## src/rtl/pwm_tmr_pkg.sv

```systemverilog
package pwm_tmr_pkg;
    typedef enum logic [1:0] {
        S_IDLE = 2'd0,
        S_PH0  = 2'd1,
        S_PH1  = 2'd2,
        S_HALT = 2'd3
    } tmr_state_e;
endpackage

```

## src/rtl/pwm_reload_bank.sv

```systemverilog
module pwm_reload_bank #(
    parameter int W     = 16,
    parameter int N_REG = 2
) (
    input  logic         clk,
    input  logic         rst_n,
    input  logic         wr_en,
    input  logic         wr_sel,
    input  logic [W-1:0] wr_data,
    output logic [W-1:0] rl0,
    output logic [W-1:0] rl1
);
    logic [W-1:0] rl_q [N_REG];

    for (genvar g = 0; g < N_REG; g++) begin : g_reg
        always_ff @(posedge clk or negedge rst_n) begin
            if (!rst_n)
                rl_q[g] <= '0;
            else if (wr_en && (int'(wr_sel) == g))
                rl_q[g] <= wr_data;
        end
    end

    assign rl0 = rl_q[0];
    assign rl1 = rl_q[1];
endmodule

```

## src/rtl/pwm_down_counter.sv

```systemverilog
module pwm_down_counter #(
    parameter int W = 16
) (
    input  logic         clk,
    input  logic         rst_n,
    input  logic         load,
    input  logic [W-1:0] load_val,
    input  logic         dec,
    output logic [W-1:0] cnt,
    output logic         zero
);
    logic [W-1:0] cnt_q;

    always_ff @(posedge clk or negedge rst_n) begin
        if (!rst_n)
            cnt_q <= '0;
        else if (load)
            cnt_q <= load_val;
        else if (dec)
            cnt_q <= cnt_q - 1'b1;
    end

    assign cnt  = cnt_q;
    assign zero = (cnt_q == '0);
endmodule

```

## src/rtl/pwm_phase_fsm.sv

```systemverilog
module pwm_phase_fsm
    import pwm_tmr_pkg::*;
#(
    parameter int W = 16
) (
    input  logic         clk,
    input  logic         rst_n,
    input  logic         tick,
    input  logic         chan_en,
    input  logic         single_shot,
    input  logic         zero,
    input  logic [W-1:0] rl0,
    input  logic [W-1:0] rl1,
    output logic         load,
    output logic [W-1:0] load_val,
    output logic         dec,
    output logic         out_level,
    output logic         underflow
);
    localparam logic [W-1:0] ONE  = {{(W-1){1'b0}}, 1'b1};
    localparam logic [W-1:0] ALL1 = {W{1'b1}};

    tmr_state_e state_q, state_d;
    logic       skip_q, skip_d;
    logic       fire, tog;
    logic       out_q, uf_q;

    always_comb begin
        state_d  = state_q;
        skip_d   = skip_q;
        load     = 1'b0;
        load_val = rl0 - ONE;
        dec      = 1'b0;
        fire     = 1'b0;
        tog      = 1'b0;
        unique case (state_q)
            S_IDLE: begin
                if (chan_en && tick) begin
                    load    = 1'b1;
                    skip_d  = (rl0 == ALL1);
                    state_d = S_PH0;
                end
            end
            S_PH0: begin
                if (!chan_en) begin
                    state_d = S_IDLE;
                end else if (tick) begin
                    if (zero) begin
                        fire     = 1'b1;
                        tog      = !skip_q;
                        load     = 1'b1;
                        load_val = rl1 - ONE;
                        skip_d   = (rl1 == ALL1);
                        state_d  = S_PH1;
                    end else begin
                        dec = 1'b1;
                    end
                end
            end
            S_PH1: begin
                if (!chan_en) begin
                    state_d = S_IDLE;
                end else if (tick) begin
                    if (zero) begin
                        fire = 1'b1;
                        tog  = !skip_q;
                        if (single_shot) begin
                            state_d = S_HALT;
                        end else begin
                            load    = 1'b1;
                            skip_d  = (rl0 == ALL1);
                            state_d = S_PH0;
                        end
                    end else begin
                        dec = 1'b1;
                    end
                end
            end
            S_HALT: begin
                if (!chan_en)
                    state_d = S_IDLE;
            end
        endcase
    end

    // State register
    always_ff @(posedge clk or negedge rst_n) begin
        if (!rst_n) begin
            state_q <= S_IDLE;
            skip_q  <= 1'b0;
        end else begin
            state_q <= state_d;
            skip_q  <= skip_d;
        end
    end

    // Output register
    always_ff @(posedge clk or negedge rst_n) begin
        if (!rst_n) begin
            out_q <= 1'b0;
            uf_q  <= 1'b0;
        end else begin
            out_q <= out_q ^ tog;
            uf_q  <= fire;
        end
    end

    assign out_level = out_q;
    assign underflow = uf_q;

    assert_halt_hold_R8: assert property (@(posedge clk) disable iff (!rst_n)
        (state_q == S_HALT) |=> ($stable(out_q) && !uf_q));

    assert_allones_no_flip_R7: assert property (@(posedge clk) disable iff (!rst_n)
        (fire && skip_q) |=> $stable(out_q));
endmodule

```

## src/rtl/pwm_dual_reload_timer.sv

```systemverilog
module pwm_dual_reload_timer #(
    parameter int CNT_W = 16
) (
    input  logic             clk,
    input  logic             rst_n,
    input  logic             tick,
    input  logic             chan_en,
    input  logic             single_shot,
    input  logic             wr_en,
    input  logic             wr_sel,
    input  logic [CNT_W-1:0] wr_data,
    output logic             out_level,
    output logic             underflow
);
    logic [CNT_W-1:0] rl0, rl1, load_val, cnt;
    logic             load, dec, zero;

    pwm_reload_bank #(.W(CNT_W), .N_REG(2)) u_bank (
        .clk(clk), .rst_n(rst_n), .wr_en(wr_en), .wr_sel(wr_sel),
        .wr_data(wr_data), .rl0(rl0), .rl1(rl1)
    );

    pwm_down_counter #(.W(CNT_W)) u_cnt (
        .clk(clk), .rst_n(rst_n), .load(load), .load_val(load_val),
        .dec(dec), .cnt(cnt), .zero(zero)
    );

    pwm_phase_fsm #(.W(CNT_W)) u_fsm (
        .clk(clk), .rst_n(rst_n), .tick(tick), .chan_en(chan_en),
        .single_shot(single_shot), .zero(zero), .rl0(rl0), .rl1(rl1),
        .load(load), .load_val(load_val), .dec(dec),
        .out_level(out_level), .underflow(underflow)
    );

    assert_cnt_hold_no_tick_R5: assert property (@(posedge clk) disable iff (!rst_n)
        !tick |=> $stable(cnt));

    assert_freeze_disabled_R9: assert property (@(posedge clk) disable iff (!rst_n)
        !chan_en |=> ($stable(cnt) && !underflow));

    assert_flip_with_pulse_R4: assert property (@(posedge clk) disable iff (!rst_n)
        !$stable(out_level) |-> underflow);

    assert_pulse_needs_tick_R4: assert property (@(posedge clk) disable iff (!rst_n)
        underflow |-> $past(tick));
endmodule

```

## config.mk

```make
export PLATFORM = sky130hd
export DESIGN_NAME = pwm_dual_reload_timer
export DESIGN_NICKNAME = d
export VERILOG_FILES = /design/src/rtl/pwm_tmr_pkg.sv /design/src/rtl/pwm_reload_bank.sv /design/src/rtl/pwm_down_counter.sv /design/src/rtl/pwm_phase_fsm.sv /design/src/rtl/pwm_dual_reload_timer.sv
export SDC_FILE = /design/constraint.sdc
export NUM_CORES = 1
export LEC_CHECK = 0
export ABC_AREA = 1
export CAP_MARGIN = 25
export CORE_MARGIN = 8
export CORE_UTILIZATION = 40
export CTS_CLUSTER_SIZE = 30
export DETAILED_ROUTE_END_ITERATION = 10
export DONT_BUFFER_PORTS = 1
export GPL_TIMING_DRIVEN = 0
export PLACE_DENSITY = 0.51
export SLEW_MARGIN = 25
export SYNTH_ARGS = -nofsm -noshare
export SYNTH_HDL_FRONTEND = slang
export SYNTH_SLANG_ARGS = --single-unit
```

## constraint.sdc

```tcl
create_clock -name clk -period 2.4 [get_ports clk]
set_input_delay 0.36 -clock clk [delete_from_list [all_inputs] [get_ports clk]]
set_output_delay 0.36 -clock clk [all_outputs]
set_load 0.02 [all_outputs]
```

==> impl_summary.log, run 1 <==
INFO  metric post_synth_mux_area_share = 0%
INFO  metric sort_of_element_at_the_start_of_the_critical_path = register
INFO  metric crit_path_max_fanout = 10
INFO  metric floorplan.die.width = 114.3 um
INFO  metric timing.fmax = roughly 460 MHz
INFO  metric antenna_cells_inserted = 0
INFO  metric final.period_utilization = between 80% and 90%
INFO  metric yosys.area_share.adder = roughly 3.2%
INFO  metric first_global_vias = 3615
INFO  metric grt_setup_unrepaired = false
INFO  metric core_area = 0.009594 sq mm
INFO  metric clkSinkCount = 53
INFO  metric post_cts_buffers = 0
INFO  metric transition_at_the_pin_with_the_smallest_max_transition_slack = 0.5289 ns
INFO  metric async_flop_share = 100.0%
INFO  metric power_density = 832.3 mW/mm^2
INFO  metric finish.cell_count_without_fillers = ~720
INFO  metric max-slew-margin-rel = 64.74%
INFO  metric yosysTopAreaCell = sky130_fd_sc_hd__dfrtp_1
INFO  metric synth_simple_gate_area_share = 39.26%
INFO  metric cts_tree = yes
INFO  metric area_growth_syn_to_layout = 7.794%
INFO  metric largest_net_degree_at_the_start_of_global_routing = 54
INFO  metric io_pins = 25
INFO  metric p_leak = between 2 and 2.5 nW
INFO  metric synth_ff_type = sky130_fd_sc_hd__dfrtp_1
INFO  metric portBuffers = 0
INFO  metric status = finished, final reports clean
INFO  metric route.vias.total = about 3500
INFO  metric drt_iter0_drc = 233
INFO  metric post-route-min-period = 2.159 ns
INFO  metric report.final.slew_viol_count = 0
INFO  metric core.rowCount = 36
INFO  metric die_h = 114.3 um
INFO  metric synth_cell_types = 35
INFO  metric drv.max_cap_violation_count = 0
INFO  metric detail_route.drc_violations = 0
INFO  metric initial_core_util = 40.32%
INFO  metric routedWlPerCell = 14.16 um
INFO  metric floorplan.die_area = roughly 0.013 sq mm
INFO  metric clockRootBuffer = sky130_fd_sc_hd__clkbuf_8
INFO  metric global_route.usage.total = roughly 17%
INFO  metric avgViaCountPerCell = just under 5
INFO  metric grt-ovfl-total = 0
INFO  metric yosysWarnings = 0
INFO  metric dpl.cell_count = 712
INFO  metric synth_area = 0.003869 sq mm
INFO  metric remaining_antenna_violation_count_after_routing = 0
INFO  metric syn_area_per_cell = between 6 and 7 sq um
INFO  metric worst_clock_skew = 0.008788 ns
INFO  metric timing.final.hold_violations = 0
INFO  metric ys_seq_elements = 53
INFO  metric synth_compound_area_share = 10.22%
INFO  metric synth-edff-count = 0
INFO  metric place.detailed.hpwl = a little over 8000 um
INFO  metric synthTopCellsByCount = sky130_fd_sc_hd__nand2_1 (176), sky130_fd_sc_hd__inv_1 (78), sky130_fd_sc_hd__nor2_1 (67)
INFO  metric post-place-ws = 0.02907 ns
INFO  metric max-clock-path-buffers = 2
INFO  metric post_synth_net_total = 612
INFO  metric netlist_instances = around 580
INFO  metric grt_first_pass_wirelength = 17700 um
INFO  metric share_of_the_yosys_chip_area_belonging_to_registers = 34.28%
INFO  metric drtPass1Iterations = 4
INFO  metric cp.required = 2.63 ns
INFO  metric place.gp.congestion = just under 0.9
INFO  metric worstPathArrival = 2.39 ns
INFO  metric number_of_antenna_violations_at_the_first_check_in_global_routing = 0
INFO  metric class_of_the_most_critical_hold_timing_path = in2reg
INFO  metric cts_made_buffers = 5
INFO  metric combinational_family_with_the_most_area_after_synthesis = simple AND/OR/NAND/NOR gates
INFO  metric setup_ws = 0.2411 ns
INFO  metric setup_violation_total_in_the_final_timing_report = 0
INFO  metric htree_levels = 2
INFO  metric yosysMostFrequentCell = sky130_fd_sc_hd__nand2_1
INFO  metric drt_wl_total = 10230 um
INFO  metric synthTopCellsByArea = sky130_fd_sc_hd__dfrtp_1 (34%), sky130_fd_sc_hd__nand2_1 (17%), sky130_fd_sc_hd__inv_1 (7.6%)
INFO  metric irDropWorstVdd = about 280 uV
INFO  metric clkTransAtPathRegs = 0.11 ns
INFO  metric crit_type = reg2reg
INFO  metric fraction_of_synthesized_cell_area_in_xor_and_xnor_cells = 3.622%
INFO  metric proportion_of_layout_cells_with_a_drive_suffix_above_1 = 6.112%
INFO  metric layout.nets = between 600 and 700
INFO  metric setup_total_negative_slack = 0 ns
INFO  metric clk-insertion-delay-late = 0.31 ns
INFO  metric critical_path.endpoint_type = register
INFO  metric synth_top_cell_area_share = 34.28%
-- stage by stage --
step	hold slack [ns]	area, sq um	util, %	power [W]
after floorplan	0.06441	3869	-	0.002555
after global placement	0.06681	4035	42.06	0.002923
after detailed placement	0.06691	4035	42.06	0.002930
after CTS	0.1892	4160	43.36	0.003499
after global routing	0.1928	4170	43.47	0.003830
final	0.1958	4170	43.47	0.003471
-- cell families (layout without fill, tap and decap cells) --
family,count (synthesis),in the layout
DFF,53,53
adders and majority gates,10,10
and+or+nand+nor,339,339
AOI/OAI and AO/OA,71,71
buffers and inverters,90,100
xor gates and xnor gates,16,16
-- layer usage --
| layer | global-route usage, % | share of wire (%) |
|---|---|---|
| met5 | 0 | 0 |
| met2 | 29.85 | 48 |
| met1 | 21.68 | 49 |
| met4 | 4.348 | 1.6 |
| met3 | 2.110 | 1.8 |
-- worst paths after layout --
check	startpoint	endpoint	slack [ns]	depth (start not counted)
worst max-delay path	u_fsm.state_q[1]$_DFFE_PN0P_	u_cnt.cnt[1]$_DFFE_PN0P_	0.24	12
worst max register to register	u_fsm.state_q[1]$_DFFE_PN0P_	u_cnt.cnt[1]$_DFFE_PN0P_	0.24	12
worst min register to register	u_fsm.skip_q$_DFFE_PN0P_	u_fsm.skip_q$_DFFE_PN0P_	0.48	2
max in group asynchronous	rst_n	u_bank.rl1[8]$_DFFE_PN0P_	1.60	2
worst min-delay path	wr_data[5]	u_bank.rl1[5]$_DFFE_PN0P_	0.20	2
min in group asynchronous	rst_n	u_bank.rl1[0]$_DFFE_PN0P_	0.57	2
-- cell usage in the layout (no fill, tap or decap), drive strengths merged, types with 2 or more instances in the layout --
cell	synthesis	layout
o21ai	52	52
clkbuf	5	11
ha	10	10
dfrtp	53	53
nand3	52	52
xnor2	5	5
and2	2	2
or2	2	2
xor2	11	11
nand4	9	9
inv	78	78
a211oi	2	2
clkinvlp	0	2
nor2	76	76
nor3	6	6
buf	7	8
nand2	183	183
o211ai	7	7
nand3b	8	8
a21oi	7	7
-- repair_timing --
item / 4_1_cts / 5_1_grt
hold endpoints to repair: 53 / 0
endpoints found under the setup margin: 0 / 7
hold buffers: 2 / 0
resized for setup: 0 / 3
-- power by group --
group          total [W]  switching (W)  leakage [nW]  internal, W
registers        0.00141       0.000304         0.659      0.00111
clock network   0.000527       0.000320        0.0374     0.000207
logic            0.00153       0.000982          1.36     0.000553
total            0.00347        0.00161          2.06      0.00187
-- critical path, cell delays in order, from the launching register on --
cell                       delay [ns]
sky130_fd_sc_hd__dfrtp_1         0.45
sky130_fd_sc_hd__inv_1           0.11
sky130_fd_sc_hd__ha_1            0.18
sky130_fd_sc_hd__buf_4           0.18
sky130_fd_sc_hd__inv_1           0.19
sky130_fd_sc_hd__o21ai_0         0.15
sky130_fd_sc_hd__nand3_2         0.12
sky130_fd_sc_hd__nand2_1         0.07
sky130_fd_sc_hd__nand2_2         0.09
sky130_fd_sc_hd__nand2_2         0.13
sky130_fd_sc_hd__inv_1           0.25
sky130_fd_sc_hd__nand2_1         0.08
sky130_fd_sc_hd__o211ai_1        0.08
-- flip-flops by register name, indices dropped and copies added (netlist names) --
signal,flops
u_cnt.cnt,16
u_fsm.out_level,1
u_fsm.state_q,2
u_bank.rl1,16
u_fsm.underflow,1
u_bank.rl0,16
u_fsm.skip_q,1
-- layout make-up --
type	count	area, sq um
Clock buffer	6	72.57
Clock inverter	2	15.01
Sequential cell	53	1326
Multi-Input combinational cell	436	2190
Tap cell	133	166.4
Buffer	12	70.07
Timing Repair Buffer	2	37.54
Inverter	78	292.8
Fill cell	1053	5424
Power figures use the tool's default switching activity.
==> run 2, diff against run 1 <==
--- a/config.mk
+++ b/config.mk
@@ -7,12 +7,11 @@
 export LEC_CHECK = 0
 export ABC_AREA = 1
 export CAP_MARGIN = 25
-export CORE_MARGIN = 8
+export CORE_MARGIN = 4
 export CORE_UTILIZATION = 40
 export CTS_CLUSTER_SIZE = 30
 export DETAILED_ROUTE_END_ITERATION = 10
 export DONT_BUFFER_PORTS = 1
-export GPL_TIMING_DRIVEN = 0
 export PLACE_DENSITY = 0.51
 export SLEW_MARGIN = 25
 export SYNTH_ARGS = -nofsm -noshare
==> impl_summary.log, run 2 (synthesis results as in run 1) <==
INFO  metric die_h = 106.3 um
INFO  metric sort_of_element_at_the_start_of_the_critical_path = register
INFO  metric power_density = 867.9 mW/mm^2
INFO  metric class_of_the_most_critical_hold_timing_path = in2reg
INFO  metric timing.hold.worst_path_depth = 2
INFO  metric clkSinkCount = 53
INFO  metric crit_path_max_fanout = 18
INFO  metric drv.max_cap_violation_count = 0
INFO  metric grt_setup_unrepaired = false
INFO  metric critical_path.endpoint_type = register
INFO  metric cts_made_buffers = 5
INFO  metric worst_clock_skew = 0.007168 ns
INFO  metric largest_net_degree_at_the_start_of_global_routing = 54
INFO  metric timing.fmax = about 470 MHz
INFO  metric critical_path.cell_chain = inv_1 -> ha_1 -> inv_1 -> nor2_1 -> nand3_2 -> o21ai_0 -> o21ai_1 -> nand2_1 -> nand2_1
INFO  metric worstSetupStartpoint = u_fsm.state_q[1]$_DFFE_PN0P_
INFO  metric place.gp.congestion = ~0.86
INFO  metric worstPathArrival = 2.34 ns
INFO  metric crit-reg2reg-launch = u_fsm.state_q[1]$_DFFE_PN0P_
INFO  metric routedWlPerCell = approximately 14 um
INFO  metric drtPass1Iterations = 4
INFO  metric setup_total_negative_slack = 0 ns
INFO  metric antenna_cells_inserted = 0
INFO  metric drt_wl_total = slightly below 10000 um
INFO  metric clkTransAtPathRegs = 0.10 ns
INFO  metric timing.critical_path.slowest_cell_delay = 0.46 ns
INFO  metric cts-resized-gates = 0
INFO  metric worstRegToRegCells = 9
INFO  metric final_hold_slack = 0.1984 ns
INFO  metric proportion_of_layout_cells_with_a_drive_suffix_above_1 = 5.354%
INFO  metric worst_min_delay_path_startpoint = wr_data[11]
INFO  metric route.vias.total = between 3000 and 4000
INFO  metric remaining_antenna_violation_count_after_routing = 0
INFO  metric final.period_utilization = 88.98%
INFO  metric transition_at_the_pin_with_the_smallest_max_transition_slack = approximately 0.91 ns
INFO  metric most-common-layout-cells = sky130_fd_sc_hd__nand2_1 (176), sky130_fd_sc_hd__inv_1 (78), sky130_fd_sc_hd__nor2_1 (67)
INFO  metric irDropWorstVdd = 293.8 uV
INFO  metric report.final.slew_viol_count = 0
INFO  metric timing.final.hold_violations = 0
INFO  metric floorplan.die_area = approximately 0.011 sq mm
INFO  metric detail_route.drc_violations = 0
INFO  metric grt-ovfl-total = 0
INFO  metric setup_violation_total_in_the_final_timing_report = 0
INFO  metric clkPwrFrac = 17.9%
INFO  metric power_switching = 0.001603 W
INFO  metric first_global_vias = 3395
INFO  metric clk-insertion-delay-late = approximately 0.31 ns
INFO  metric cts_tree = yes
INFO  metric io_pins = 25
INFO  metric htree_levels = 2
INFO  metric sw_frac_of_total = 44.73%
INFO  metric max-clock-path-buffers = 2
INFO  metric clockRootBuffer = sky130_fd_sc_hd__clkbuf_8
INFO  metric portBuffers = 0
INFO  metric post_cts_buffers = 0
INFO  metric post-route-min-period = 2.135 ns
INFO  metric mostFrequentLayoutCell = sky130_fd_sc_hd__nand2_1
INFO  metric p_leak = 2.054 nW
INFO  metric cp.required = 2.60 ns
INFO  metric area_growth_syn_to_layout = 6.727%
INFO  metric max-slew-margin-rel = 39.26%
INFO  metric layout.nets = 611
INFO  metric pwr-share-comb = 42.4%
INFO  metric core.rowCount = 35
INFO  metric internal_power = just under 0.002 W
INFO  metric seq_power_share = between 30% and 40%
INFO  metric critical-path-slowest-cell = sky130_fd_sc_hd__dfrtp_1
INFO  metric grt_first_pass_wirelength = 16750 um
INFO  metric status = finished, final reports clean
INFO  metric crit_type = reg2reg
INFO  metric number_of_antenna_violations_at_the_first_check_in_global_routing = 0
INFO  metric global_route.usage.total = 18.27%
INFO  metric core_area = 0.009328 sq mm
INFO  metric initial_core_util = 41.48%
INFO  metric drt_iter0_drc = 125
INFO  metric avgViaCountPerCell = 4.871
INFO  metric place.detailed.hpwl = a little under 8000 um
INFO  metric floorplan.die.width = 106.3 um
run 2: critical path: cells and delay by family (launching register included):
family	cells	cell delay, ns
AO/OA/AOI/OAI	2	0.43
flip-flops	1	0.46
adder cells (fa/ha/maj)	1	0.17
buffers and inverters	2	0.25
AND/OR/NAND/NOR	4	0.72
run 2: per-layer routing:
metal,global-route usage (%),wire length [um],part of all wire [%]
met3,2.247,204,2.1
met2,29.05,4331,44
met5,0,0,0
met1,26.03,5142,52
met4,5.273,227,2.3
run 2: final cells by class:
cell class	instances	area, sq um
fill	1031	5199
clock inverter	1	30.03
clock buffer	7	86.33
tap	129	161.4
sequential	53	1326
multi-input combinational	436	2180
timing repair buffer	4	52.55
inverter	78	292.8
run 2: timing repair:
action,in CTS,in global routing
hold buffers,2,0
setup endpoints to repair,0,0
hold endpoints to repair,53,0
run 2: path summary, 6_finish.rpt:
path,endpoint,slack (ns)
min,u_bank.rl0[11]$_DFFE_PN0P_,0.20
max in group asynchronous,u_bank.rl1[14]$_DFFE_PN0P_,1.61
max reg2reg,u_cnt.cnt[3]$_DFFE_PN0P_,0.26
max,u_cnt.cnt[3]$_DFFE_PN0P_,0.26
min reg2reg,u_fsm.skip_q$_DFFE_PN0P_,0.48
min in group asynchronous,u_cnt.cnt[5]$_DFFE_PN0P_,0.56
run 2: power groups by stage:
| stage | clock [W] | sequential (W) | combinational (W) |
|---|---|---|---|
| 5_1_grt | 0.000698 | 0.00146 | 0.00175 |
| 3_5_place_dp | 0 | 0.00144 | 0.00149 |
| 6_report | 0.000641 | 0.00142 | 0.00152 |
| 4_1_cts | 0.000669 | 0.00142 | 0.00152 |
| 2_1_floorplan | 0 | 0.00134 | 0.00121 |
| 3_3_place_gp | 0 | 0.00144 | 0.00149 |
run 2: metrics by stage:
| step | worst slack, ns | cell area [sq um] | cells | power, W | utilization (%) |
|---|---|---|---|---|---|
| after floorplan | 0.6353 | 3869 | 579 | 0.002555 | - |
| after global placement | 0.3118 | 3975 | 698 | 0.002935 | 42.62 |
| after global routing | 0.07139 | 4129 | 708 | 0.003910 | 44.27 |
| final | 0.2646 | 4129 | 708 | 0.003584 | 44.27 |
| after CTS | 0.2967 | 4129 | 708 | 0.003617 | 44.27 |
| after detailed placement | 0.3126 | 3975 | 698 | 0.002931 | 42.62 |
